`src/rtl/hyst_pwm_gen.sv`:
```
module hyst_pwm_gen #(
  parameter int PERIOD = 60,
  parameter int THRESH = 15,
  parameter int DLY_LO = 3,
  parameter int DLY_HI = 2
) (
  input  logic clk,
  input  logic rst_n,
  input  logic fb_below,
  output logic hs_gate,
  output logic ls_gate
);
  localparam int CW = $clog2(PERIOD);

  logic [CW-1:0]     cnt;
  logic              wrap, sq;
  logic              fb_s1, fb_s2, sel_hi, armed;
  logic [DLY_LO-1:0] dlo;
  logic [DLY_HI-1:0] dhi;
  logic              lo_hs, lo_ls, hi_hs, hi_ls;

  assign wrap = (cnt == CW'(PERIOD - 1));
  assign sq   = (cnt < CW'(THRESH));

  always_ff @(posedge clk) begin
    if (!rst_n) begin
      cnt    <= '0;
      fb_s1  <= 1'b0;
      fb_s2  <= 1'b0;
      sel_hi <= 1'b0;
      armed  <= 1'b0;
      dlo    <= '0;
      dhi    <= '0;
    end else begin
      cnt   <= wrap ? '0 : cnt + 1'b1;
      fb_s1 <= fb_below;
      fb_s2 <= fb_s1;
      if (wrap) begin
        sel_hi <= fb_s2;
        armed  <= 1'b1;
      end
      dlo[0] <= sq;
      for (int i = 1; i < DLY_LO; i++) dlo[i] <= dlo[i-1];
      dhi[0] <= ~sq;
      for (int i = 1; i < DLY_HI; i++) dhi[i] <= dhi[i-1];
    end
  end

  assign lo_hs = sq & dlo[DLY_LO-1];
  assign lo_ls = ~(sq | dlo[DLY_LO-1]);
  assign hi_hs = ~sq & dhi[DLY_HI-1];
  assign hi_ls = ~(~sq | dhi[DLY_HI-1]);

  always_ff @(posedge clk) begin
    if (!rst_n) begin
      hs_gate <= 1'b0;
      ls_gate <= 1'b0;
    end else begin
      hs_gate <= armed & (sel_hi ? hi_hs : lo_hs);
      ls_gate <= armed & (sel_hi ? hi_ls : lo_ls);
    end
  end
endmodule

```
`config.mk`:
```
export PLATFORM = sky130hd
export DESIGN_NAME = hyst_pwm_gen
export DESIGN_NICKNAME = d
export VERILOG_FILES = /design/src/rtl/hyst_pwm_gen.sv
export SDC_FILE = /design/constraint.sdc
export NUM_CORES = 1
export LEC_CHECK = 0
export CORE_MARGIN = 2
export CORE_UTILIZATION = 26
export DETAILED_ROUTE_END_ITERATION = 12
export PLACE_DENSITY = 0.39
export RECOVER_POWER = 25
export SLEW_MARGIN = 30
export SYNTH_ARGS = -nofsm -noshare
export SYNTH_HDL_FRONTEND = slang
export SYNTH_SLANG_ARGS = --single-unit
```
`constraint.sdc`:
```
create_clock -name clk -period 1.99 [get_ports clk]
set_input_delay 0.597 -clock clk [delete_from_list [all_inputs] [get_ports clk]]
set_output_delay 0.597 -clock clk [all_outputs]
set_load 0.05 [all_outputs]
```
### After elaboration in Yosys (flattened, before gate mapping)

Index checks and enable logic that the tools add are counted.
W data, S select, Z words.

| storage, ports and cells | value |
|---|---|
| flip-flop bits (word level) | 17 |
| input bits | 3 |
| output and inout bits | 2 |
| logic and storage cells | 25 |

| cells by class | value |
|---|---|
| $add $sub $neg | 1 |
| order comparisons | 1 |
| equality and inequality tests | 1 |
| mux-type cells | 2 |
| bitwise gates (word level) | 10 |
| reduce and logical (&&, ||, !) cells | 1 |

Operator list:

| cell | count |
|---|---|
| $add A6 B1 Y6 const B | 1 |
| $eq A6 B6 Y1 const B | 1 |
| $lt A6 B4 Y1 const B | 1 |
| $and A1 B1 Y1 | 4 |
| $not A1 Y1 | 4 |
| $mux W1 | 2 |
| $or A1 B1 Y1 | 2 |
| $reduce_or A2 Y1 | 1 |

### Longest topological paths before layout

Gate-level depths: netlist of run 1.

| depth | value |
|---|---|
| depth after elaboration | 6 |
| gate-level depth with buffers | 4 |
| gate-level depth less buffers | 4 |

### Least setup slack after synthesis of run 1

OpenSTA, ideal clock, no wires.

| timing | value |
|---|---|
| path type | reg-to-reg |
| start point | register cnt[0] |
| end point | register dhi[0] |
| library setup time | 0.116 ns |
| data arrival time | 1.087 ns |
| required time | 1.874 ns |
| slack | 0.787 ns |
| stages on the path, launching flop included | 4 |
| path buffers | 0 |
| clock period less this slack | 1.203 ns |
| path through | dfxtp_1 ha_1 a311oi_2 and2b_2 |

| between the ends | value |
|---|---|
| cells in the longest elaborated chain, start to end | 2 |

Ends and longest elaborated chain:

| item | line | source |
|---|---|---|
| from (decl) | 15 | `logic [CW-1:0] cnt;` |
| from (signal assigned) | 35 | `cnt <= wrap ? '0 : cnt + 1'b1;` |
| $lt A6 B4 Y1 | 23 | `assign sq = (cnt < CW'(THRESH));` |
| $not A1 Y1 | 44 | `dhi[0] <= ~sq;` |
| to (signal assigned) | 44 |  |
| to (decl) | 19 | `logic [DLY_HI-1:0] dhi;` |

No other way between the ends.
A chain may end at the register's enable or synchronous reset.

==> results of run 1 <==
==> registers in the layout, summed over array words and instances, names as in the netlist <==
name     flops
armed        1
cnt          6
dhi          2
dlo          3
fb_s1        1
fb_s2        1
hs_gate      1
ls_gate      1
sel_hi       1
==> power by group through the flow <==
stage | clock (mW) | combinational, mW | sequential (mW)
floorplan | 0 | 0.0153 | 0.362
global placement | 0 | 0.0234 | 0.364
detailed placement | 0 | 0.0236 | 0.364
CTS | 0.190 | 0.0241 | 0.356
global route | 0.204 | 0.0244 | 0.357
finish | 0.177 | 0.0220 | 0.356
==> cell type report <==
cell class	instances	share of cell area [%]
inverter	1	0.555
sequential	17	50.3
clock buffer	4	3.88
timing repair buffer	5	5.73
tap	28	5.18
multi-input combinational	37	34.4
==> cell usage in the layout, fill, tap and decap left out, drive strengths merged <==
cell,n
a21oi,3
a311oi,1
and2,6
and2b,1
buf,2
clkbuf,5
clkdlybuf4s50,1
dfxtp,17
dlygate4sd3,1
ha,1
inv,1
mux2i,1
nand2,4
nand3,2
nand3b,3
nand4,1
nor2,6
o21a,1
o21ai,2
or3,2
xnor2,1
xor2,2
==> kinds of logic (layout without fill, tap and decap cells) <==
family	count (synthesis)	count (layout)	synth area share (%)
compound gates	7	7	8.19
xor+xnor	3	3	4.53
fa+ha+maj	1	1	2.15
buf+inv	2	10	1.29
flops	17	17	58.6
mux	1	1	1.72
simple gates	25	25	23.5
==> worst max-delay path, delay by kind of cell <==
| kind | cells | cell delay [ns] |
|---|---|---|
| buffers and inverters | 2 | 0.87 |
| and+or+nand+nor | 1 | 0.08 |
| muxes | 1 | 0.11 |
==> final timing paths <==
kind | depth (start not counted) | startpoint | slack (ns) | end
setup reg to reg | 4 | cnt[0] | 0.66 | cnt[3]
setup / recovery | 4 | rst_n | 0.55 | sel_hi
hold reg to reg | 1 | dlo[0] | 0.44 | dlo[1]
hold / removal | 1 | dlo[0] | 0.44 | dlo[1]
==> routing by layer <==
| layer | part of all wire, % | wire length, um | vias to the layer above |
|---|---|---|---|
| li1 | - | - | 203 |
| met1 | 49 | 413 | 170 |
| met2 | 41 | 348 | 8 |
| met3 | 8.2 | 69 | 2 |
| met4 | 1.1 | 9 | 0 |
| met5 | 0 | 0 | - |
==> stage by stage <==
step / power, mW / utilization, %
after floorplan: 0.378 / -
after global placement: 0.387 / 30.2
after detailed placement: 0.387 / 30.2
after CTS: 0.570 / 31.4
after global routing: 0.586 / 31.2
final: 0.555 / 31.2
==> qor.txt, run 1 <==
Status: finished clean
Final min period: 1.44 ns
Most instantiated cells after synthesis: 17 x dfxtp_1, 6 x nor2_1, 5 x and2_1, 4 x nand2_1
Fin crit share: 72.2%
Core area: 2170 um^2
Crit-path slowest cell: dlygate4sd3_1
TritonCTS clock tree: built
Num rows: 17
Final WL: 841 um
Ranking of synthesized cells by area: dfxtp_1 59%, and2_1 5.4%, nand3b_1 3.9%, nor2_1 3.9%, xor2_1 3.0%
Register area share after synthesis: 58.6%
Worst-path clk slew: 0.09 ns
Worst min-delay path category: reg -> reg
Comb pwr share: 4.0%
Ys flop type: dfxtp_1
Clock skew: 0.00282 ns
Post-synth top area share: 58.6%
Initial core utilization: 26.8%
Share of layout cells above drive strength 1: 12.5%
CTS max path bufs: 2
Total GRT Usage: 8.18%
Clk_lat worst skew: 0.28 ns
Fin. Hold Viols: 0
I/O pin count: 5
Ratio of total power to cell area: 820 nW/um^2
Area of the multi-input gates: 233 um^2
Final GP Congestion: 0.738
Grt ovf: 0
Clock root buffer: clkbuf_4
Ys async rst share: 0%
Switch Pwr: 116 uW
Max Cap Viol: 0
Max-Slew Margin vs Limit: 70.9%
DIE AREA: 2630 um^2
First-pass GRT wire length: 1470 um
Synth Register Bits: 17
Placed instance area: 654 um^2
Power Internal: 439 uW
Mapped Area: 581 um^2
Met2 GRT Util: 11.9%
Unique masters post-synth: 21
Tightest Pin Transition: 0.434 ns
Peak Freq: 696 MHz
Detailed placement HPWL: 603 um
Fin. max-slew vios: 0
Place WS: 0.342 ns
Antenna cells: 0
Placed cell count: 88
Final setup TNS: 0 ns
First drt pass iteration count: 4
Largest net degree at the start of global routing: 10
Crit-path cells: dlygate4sd3_1 -> clkbuf_1 -> nand2_1 -> mux2i_1
Unrepaired setup endpoints after global routing: false
Port Buffer Count: 4
Slowest Stage Delay on Critical Path: 0.65 ns
Hold buffers post-CTS: 0
M1 GR Usage: 8.70%
Critical path startpoint category: input port
Sequential Area: 340 um^2
Post-synth EDFFs: 0
Via density per instance: 4.16
Post-DRT Antenna Nets: 0
Post-CTS setup buffer count: 0
Die Ht: 51.3 um
Finished layout cell area: 677 um^2
CP Data Required Time: 2.21 ns
Clock share of power: 31.9%
Initial drt markers: 1
Cell count after synthesis: 56
Average size of a mapped cell: 10.4 um^2
Final Worst Setup Slack: 0.553 ns
Setup Crit Path Kind: in -> reg
Residual DRC: 0
Hold slack: 0.440 ns
Maximum VDD drop: 0.409 mV
# H-tree levels: 1
WL per Instance: 9.14 um
Worst endpoint data arrival time: 1.66 ns
Num CTS Buffers: 3
YS warnings: 0
Leading area contributor after synthesis: dfxtp_1
Critical Path Fanout Max: 8
Busiest layer in global routing: met2
CTS resizes: 0
Grt met3 use: 6.14%
Final std cells w/o fill: 92
# fillers: 241
Via Count: 383
Setup violators final: 0
Switching share of power: 20.9%
Clock sink count: 17
Vias in the first global route: 352
P_leak: 0.247 nW
Initial antenna violation count: 0
Most frequent cell after synthesis: dfxtp_1
CP Capture Type: flop
Die W: 51.3 um
Synth Net Count: 60
Synthesis-to-layout area growth: 16.6%
# nets final: 69
Sequential power share: 64.1%
(Power assumes the default switching activity.)
==> run 2: changes to the inputs <==
--- a/config.mk
+++ b/config.mk
@@ -8,7 +8,7 @@
 export CORE_MARGIN = 2
 export CORE_UTILIZATION = 26
 export DETAILED_ROUTE_END_ITERATION = 12
-export PLACE_DENSITY = 0.39
+export PLACE_DENSITY = 0.41
 export RECOVER_POWER = 25
 export SLEW_MARGIN = 30
 export SYNTH_ARGS = -nofsm -noshare
==> constraint.sdc (replaced) <==
create_clock -name clk -period 1.25 [get_ports clk]
set_input_delay 0.375 -clock clk [delete_from_list [all_inputs] [get_ports clk]]
set_output_delay 0.375 -clock clk [all_outputs]
set_load 0.05 [all_outputs]
==> run 2 against run 1 <==
Power is 67% higher. Via count increased by 7.3%. Design area up 21%. Clock skew increased by 0.0033 ns. Critical path depth is 1 lower. Combinational power grew to 3.2 times the previous value. Worst setup slack worse by 0.53 ns. Critical path type is now reg -> reg. Sequential power rose by 60%. Die area did not move. Global-route usage about the same.
==> qor.txt, run 2 (synthesis gave the netlist of run 1 again) <==
Status: finished clean
Slowest Stage Delay on Critical Path: 0.37 ns
Post-DRT Antenna Nets: 0
Clock sink count: 17
Max reg flops: 6
Max-Slew Margin vs Limit: 72.4%
Commonest non-fill, non-tap cell in the layout: dfxtp_1
Tightest Pin Transition: 0.414 ns
Worst setup path startpoint: cnt[1]
Worst-path clk slew: 0.10 ns
Critical path startpoint category: flop
Crit-path slowest cell: a311oi_2
Hold Crit Start: dlo[1]
Final GP Congestion: 0.627
# H-tree levels: 1
Unrepaired setup endpoints after global routing: true
CP Capture Type: flop
Num CTS Buffers: 3
Residual DRC: 0
Synthesis-to-layout area growth: 40.7%
Worst endpoint data arrival time: 1.42 ns
CP Data Required Time: 1.44 ns
Most frequent cells in the layout: 15 x dfxtp_1, 9 x buf_4, 5 x and2_1, 4 x nor2_1, 4 x nand2_1
P_leak: 0.314 nW
Clock root buffer: clkbuf_4
Die Ht: 51.3 um
Delay-heaviest family, CP: compound AO/OA/AOI/OAI gates
Crit-path cells: ha_4 -> a311oi_2 -> and2b_2
Clock skew: 0.00611 ns
# nets final: 79
Final min period: 1.23 ns
Reg2reg start: cnt[1]
Max Cap Viol: 0
First drt pass iteration count: 1
Via density per instance: 4.03
Hold slack: 0.441 ns
Critical path buffer and inverter count: 0
Grt ovf: 0
Post-CTS setup buffer count: 0
Port Buffer Count: 4
Biggest registers after layout: cnt (6), dlo (3), dhi (2)
Num rows: 17
Largest net degree at the start of global routing: 12
Initial antenna violation count: 0
TritonCTS clock tree: built
Setup violators final: 0
Antenna cells: 0
Share of layout cells above drive strength 1: 36.5%
Initial core utilization: 26.8%
Fin. Hold Viols: 0
Setup Crit Path Kind: reg -> reg
Biggest register: cnt
DIE AREA: 2630 um^2
Final WL: 935 um
Maximum VDD drop: 0.544 mV
Initial drt markers: 0
Final core occ: 37.7%
Peak Freq: 815 MHz
Vias in the first global route: 358
CTS max path bufs: 2
Core area: 2170 um^2
Clk_lat worst skew: 0.28 ns
WL per Instance: 9.17 um
Critical Path Fanout Max: 6
I/O pin count: 5
Total GRT Usage: 8.17%
Final setup TNS: 0 ns
Worst min-delay path category: reg -> reg
Detailed placement HPWL: 692 um
Die W: 51.3 um
Fin. max-slew vios: 0
First-pass GRT wire length: 1520 um
Ratio of total power to cell area: 1130 nW/um^2
Via Count: 411
Fin crit share: 98.2%
[run 2: changes by cell type in the layout (fill, tap and decap cells not counted), moves of 2 or more]
cell,previous run,this run
and2_1,3,5
buf_4,2,9
buf_6,0,2
dfxtp_2,0,2
nor2_2,0,2
dfxtp_1,17,15
nor2_1,6,4
buf_12,0,2
clkbuf_1,2,0
and2_0,2,0
[run 2: worst register-to-register path: cells and delay by family, from the launching register on]
kind | cells | cell delay (ns)
adders and majority gates | 1 | 0.16
and+or+nand+nor | 1 | 0.26
DFF | 1 | 0.35
AOI/OAI and AO/OA | 1 | 0.37
[run 2: final timing paths]
check	to	slack (ns)	cells after the start
worst max-delay path	dhi[0]	0.02	3
worst min-delay path	dlo[2]	0.44	1
worst max register to register	dhi[0]	0.02	3
worst min register to register	dlo[2]	0.44	1
[run 2: cell type report]
cell class | instances | area (um^2)
Timing Repair Buffer | 15 | 150
Sequential cell | 17 | 343
Multi-Input combinational cell | 37 | 258
Clock buffer | 3 | 22.5
Clock inverter | 1 | 5.00
Fill cell | 239 | 1350
Inverter | 1 | 3.75
Tap cell | 28 | 35.0
[run 2: metal layers]
metal / global-route usage, % / up-vias / part of all wire (%)
met4: 6.58 / 0 / 0.96
met5: 0 / - / 0
li1: - / 224 / -
met2: 9.96 / 5 / 41
met3: 2.63 / 2 / 3.9
met1: 11.4 / 180 / 54
[run 2: per-stage QoR]
stage / instances / worst slack, ns / total power [mW] / instance area [um^2]
2_1_floorplan: 56 / 0.0475 / 0.601 / 581
3_3_place_gp: 99 / -0.0167 / 0.639 / 762
3_5_place_dp: 99 / -0.0362 / 0.639 / 762
4_1_cts: 102 / 0.00836 / 0.927 / 787
5_1_grt: 102 / -0.0706 / 0.981 / 817
6_report: 102 / 0.0225 / 0.927 / 817
[run 2: timing repair]
action,in CTS,in global routing
gates resized for setup,3,7
hold buffers,0,0
pin swaps,0,3
endpoints found under the setup margin,1,10
[run 2: where the power goes]
group | internal (mW) | switching (mW) | leakage [nW]
combinational | 0.0444 | 0.0269 | 0.157
sequential | 0.559 | 0.00995 | 0.139
clock | 0.119 | 0.169 | 0.0177
==> run 3: changes to the inputs <==
--- a/config.mk
+++ b/config.mk
@@ -7,6 +7,7 @@
 export LEC_CHECK = 0
 export CORE_MARGIN = 2
 export CORE_UTILIZATION = 26
+export CTS_CLUSTER_DIAMETER = 100
 export DETAILED_ROUTE_END_ITERATION = 12
 export PLACE_DENSITY = 0.41
 export RECOVER_POWER = 25
==> results of run 3 <==
Same layout as run 2: the final DEF is identical, and so are final timing and power.
